## src/rtl/mac_pkg.sv

```systemverilog
package mac_pkg;
  // Load strobes handed from control to datapath, one per pipeline register
  typedef struct packed {
    logic ld1;
    logic ld2;
    logic ld3;
  } stageStrobes_t;

  localparam int STAGES = 3;
endpackage

```

## src/rtl/mac_ctrl.sv

```systemverilog
module mac_ctrl
  import mac_pkg::*;
(
  input  logic          clk,
  input  logic          rst,
  input  logic          inValid,
  output stageStrobes_t strobes,
  output logic          outValid
);
  logic [STAGES-1:0] validQ;

  always_ff @(posedge clk) begin
    if (rst) validQ <= '0;
    else     validQ <= {validQ[STAGES-2:0], inValid};
  end

  always_comb begin
    strobes.ld1 = inValid;
    strobes.ld2 = validQ[0];
    strobes.ld3 = validQ[1];
  end

  assign outValid = validQ[STAGES-1];
endmodule

```

## src/rtl/mac_datapath.sv

```systemverilog
module mac_datapath
  import mac_pkg::*;
#(
  parameter int OPW = 4,
  localparam int RW = 2 * OPW,
  localparam int LOW = OPW / 2,
  localparam int HIGH = OPW - LOW
) (
  input  logic           clk,
  input  stageStrobes_t  strobes,
  input  logic [OPW-1:0] a,
  input  logic [OPW-1:0] b,
  input  logic [OPW-1:0] c,
  output logic [RW-1:0]  result
);
  // stage 1: lower partial products plus addend
  logic [RW-1:0] ppLow [LOW];
  logic [RW-1:0] sum1;
  for (genvar i = 0; i < LOW; i++) begin : g_ppLow
    assign ppLow[i] = b[i] ? (RW'(a) << i) : '0;
  end

  always_comb begin
    sum1 = RW'(c);
    for (int i = 0; i < LOW; i++) sum1 = sum1 + ppLow[i];
  end

  logic [RW-1:0]   s1Sum;
  logic [OPW-1:0]  s1A;
  logic [HIGH-1:0] s1BHi;
  always_ff @(posedge clk) begin
    if (strobes.ld1) begin
      s1Sum <= sum1;
      s1A   <= a;
      s1BHi <= b[OPW-1:LOW];
    end
  end

  // stage 2: upper partial products from the carried copies
  logic [RW-1:0] ppHigh [HIGH];
  logic [RW-1:0] sum2;
  for (genvar j = 0; j < HIGH; j++) begin : g_ppHigh
    assign ppHigh[j] = s1BHi[j] ? (RW'(s1A) << (LOW + j)) : '0;
  end

  always_comb begin
    sum2 = s1Sum;
    for (int j = 0; j < HIGH; j++) sum2 = sum2 + ppHigh[j];
  end

  logic [RW-1:0] s2Sum;
  always_ff @(posedge clk) begin
    if (strobes.ld2) s2Sum <= sum2;
  end

  // stage 3: output register
  logic [RW-1:0] resultQ;
  always_ff @(posedge clk) begin
    if (strobes.ld3) resultQ <= s2Sum;
  end

  assign result = resultQ;
endmodule

```

## src/rtl/shift_add_mac.sv

```systemverilog
module shift_add_mac
  import mac_pkg::*;
#(
  parameter int OPW = 4
) (
  input  logic             clk,
  input  logic             rst,
  input  logic             inValid,
  input  logic [OPW-1:0]   a,
  input  logic [OPW-1:0]   b,
  input  logic [OPW-1:0]   c,
  output logic             outValid,
  output logic [2*OPW-1:0] result
);
  stageStrobes_t strobes;

  mac_ctrl ctrl_i (
    .clk      (clk),
    .rst      (rst),
    .inValid  (inValid),
    .strobes  (strobes),
    .outValid (outValid)
  );

  mac_datapath #(.OPW(OPW)) dp_i (
    .clk     (clk),
    .strobes (strobes),
    .a       (a),
    .b       (b),
    .c       (c),
    .result  (result)
  );
endmodule

```

## config.mk

```make
export PLATFORM = sky130hd
export DESIGN_NAME = shift_add_mac
export DESIGN_NICKNAME = d
export VERILOG_FILES = /design/src/rtl/mac_pkg.sv /design/src/rtl/mac_ctrl.sv /design/src/rtl/mac_datapath.sv /design/src/rtl/shift_add_mac.sv
export SDC_FILE = /design/constraint.sdc
export NUM_CORES = 1
export LEC_CHECK = 0
export BUFFER_PORTS_ARGS = -buffer_cell sky130_fd_sc_hd__buf_2
export CAP_MARGIN = 10
export CORE_MARGIN = 2
export CORE_UTILIZATION = 49
export CTS_CLUSTER_SIZE = 8
export DETAILED_ROUTE_END_ITERATION = 7
export PLACE_DENSITY = 0.72
export SETUP_SLACK_MARGIN = 0.3
export SYNTH_ARGS = -nofsm -noshare
export SYNTH_HDL_FRONTEND = slang
export SYNTH_HIERARCHICAL = 1
export SYNTH_SLANG_ARGS = --single-unit
```

## constraint.sdc

```tcl
create_clock -name clk -period 2.1 [get_ports clk]
set_clock_uncertainty 0.05 [all_clocks]
set_input_delay 0.21 -clock clk [delete_from_list [all_inputs] [get_ports clk]]
set_output_delay 0.21 -clock clk [all_outputs]
set_load 0.02 [all_outputs]
```

==> impl_results.md <==
* Status: finished, final reports clean
* Synth Instances at 95
* FF-to-FF path depth at 5
* Vias in the first global route at 786
* Pin count of the biggest net entering global routing at 14
* Syn avg cell area at 15.26 um2
* Slew Limit Fails at 0
* Highest routed layer: met4
* Initial antenna violation count at 0
* CP endpoint kind: flip-flop
* Area of the mapped netlist at 1450 um2
* Mux contribution to synthesized area at 0
* Worst hold path type: primary input to flip-flop
* # IOs at 24
* Peak supply drop at 658.5 uV
* CTS root buf: clkbuf_4
* Fmax at 0.4824 GHz
* Finished Cell Area at 1763 um2
* Final WL at 1965 um
* Via-to-Cell Ratio at 4.814
* Post-synthesis sequential area ratio at 0.6212
* Vias at 775
* Core footprint at roughly 2800 um2
* Simple-gate share of the synthesized area at 0.09232
* Clock-pin slew on the worst setup and hold paths at 0.09 ns
* Power Density at 867.6 nW/um2
* WS Path Type: flip-flop to flip-flop
* Reg2reg end: dp_i/s2Sum[4]
* Period utilisation layout at 0.9872
* Overall Power at 1529 uW
* R2r startpoint: dp_i/s1BHi[0]
* Top cells by area, synth: edfxtp_1 (58%), fa_1 (11%), ha_1 (8.6%)
* Count of cell types in the netlist at 14
* Syn nets at 128
* First-pass GRT wire length at 3222 um
* Yosys Warn Count at 6
* DRT iter0 DRCs at 9
* Die width at 58.40 um
* Largest family of logic cells by synthesized area: adder cells
* Worst Setup Slack, final at 0.02686 ns
* Die ar. at ~3400 um2
* CTS sink cnt at 31
* Worst skew pair latency at 0.33 ns
* Routed length on met1 at 739 um
* Nets at 162
* Post-synthesis compound-gate area fraction at 0.02934
* Metal2 WL at 1070 um
* Post-Synth XOR/XNOR Area at 0.02416
* Flop2flop setup slack at 0.03 ns
* Synth top area share at 0.5798
* Synth Register Bits at 31
* GRT Resource Usage Total at 0.1333
* Max-cap viol count at 0
* Share of cells above drive strength 1 at 0.3692
* Layout area overhead at 21.57%
* Drt pass-1 iters at 4
* Worst slack, placed at 0.005139 ns
* H-tree levels at 2
* Row count at 19
* WHS Endpoint: dp_i/s1A[3]
* Crit Path Max Fanout at 4
* Final setup violation count at 0
* N_diodes at 0
* Critical path required time at 2.15 ns
* Hold Crit Start: a[3]
* CP Launch Type: flip-flop
* Final cell count without fillers at around 160
* DIE HEIGHT at 58.40 um
* Starting Density at 0.5214
* Met3 WL at about 110 um
* Worst EP arrival at 2.12 ns
* Number of remaining DRC errors at 0
* Endpoints failing hold at 0
* RSZ-0062 raised after global routing: true
* LEAKAGE at 0.0007495 uW
* Fin Hold WS at 0.02441 ns
* Tightest Pin Transition at roughly 0.35 ns
* Routed wire per std cell at 12.20 um
* CTS tree: built
* Hold depth at 1
* Port Buffer Count at 23
* Synth area leader: edfxtp_1
* Slew headroom at 0.7631
* Placed Area at 1622 um2
* Post-route ant nets at 0
* Final GP Congestion at 0.7317
* Total grt overflow at 0
* Post-Synth Adder-Cell Area at 0.1967
* Placed insts at between 100 and 150
* Cts bufs inserted at 5
* Worst-case clock buffer depth at 2
* Post-DP HPWL at 1569 um
* Crit path time final at 2.073 ns
## registers in the layout (all words and copies together) (netlist names)
register,flops
ctrl_i/validQ,3
dp_i/s1BHi,2
dp_i/result,8
dp_i/s2Sum,8
dp_i/s1Sum,6
dp_i/s1A,4
## stage by stage
step,TNS (ns),util
2_1_floorplan,0,-
3_3_place_gp,0,0.5830
3_5_place_dp,0,0.5830
4_1_cts,0,0.6275
5_1_grt,-0.1027,0.6338
6_report,0,0.6338
## placed cells by master, fill, tap and decap left out, drive strengths merged
cell and instances:
o21ai 2, a21oi 2, bufinv 1, fa 8, ha 10, xnor2 4
edfxtp 28, and2 12, dlygate4sd3 3, a21o 2, clkbuf 6, dfxtp 3
nor2b 5, nand2b 2, inv 12, clkinv 1, buf 25, nand2 4
## how the worst max path moves through the flow
stage	start	endpoint	depth (start not counted)
floorplan	dp_i/s1BHi[1]	dp_i/s2Sum[4]	5
global placement	dp_i/s1BHi[1]	dp_i/s2Sum[4]	7
detailed placement	dp_i/s1BHi[1]	dp_i/s2Sum[4]	7
CTS	dp_i/s1BHi[1]	dp_i/s2Sum[4]	5
global route	dp_i/s1BHi[0]	dp_i/s2Sum[6]	6
finish	dp_i/s1BHi[0]	dp_i/s2Sum[4]	5
## layer usage
metal  vias to the layer above  global-route usage
li1                        388                   -
met1                       357              0.1293
met2                        26              0.2408
met3                         4             0.05275
met4                         0             0.06977
met5                         -                   0
## cells in the mapped netlist
master,instances
a21o_1,2
xnor2_1,4
dfxtp_1,3
inv_1,12
fa_1,8
buf_4,1
a21oi_2,2
ha_1,10
nand2b_1,2
edfxtp_1,28
o21ai_0,2
and2_1,12
nor2b_1,5
nand2_1,4
## repair_timing
action,4_1_cts,5_1_grt
pin swaps,2,3
setup buffers,2,0
gates resized for setup,1,4
endpoints found under the hold margin,3,1
hold buffers,2,1
endpoints found under the setup margin,4,4
## area by class of cell
cell class,instances,area (um2)
Inverter,12,45.04
Fill cell,205,1018
Multi-Input combinational cell,51,531.8
Clock buffer,6,51.30
Sequential cell,31,900.9
Clock inverter,2,35.03
Timing Repair Buffer,28,160.2
Tap cell,31,38.79
## cells by family after synthesis
family / Yosys count
AO/OA/AOI/OAI: 6
flip-flops: 31
adder cells (fa/ha/maj): 18
buffers and inverters: 13
AND/OR/NAND/NOR: 23
XOR/XNOR: 4
## power breakdown
| part | total (uW) | switching [uW] | internal [uW] |
|---|---|---|---|
| logic | 271 | 131 | 140 |
| clock network | 477 | 195 | 281 |
| registers | 782 | 24.2 | 758 |
| total | 1530 | 351 | 1180 |
## worst max-delay path: stages (launching register included)
cell,delay (ns)
edfxtp_1,0.45
and2_4,0.17
fa_1,0.54
inv_2,0.05
fa_2,0.54
inv_1,0.03
Note: power is estimated with default switching activity, not from simulation.
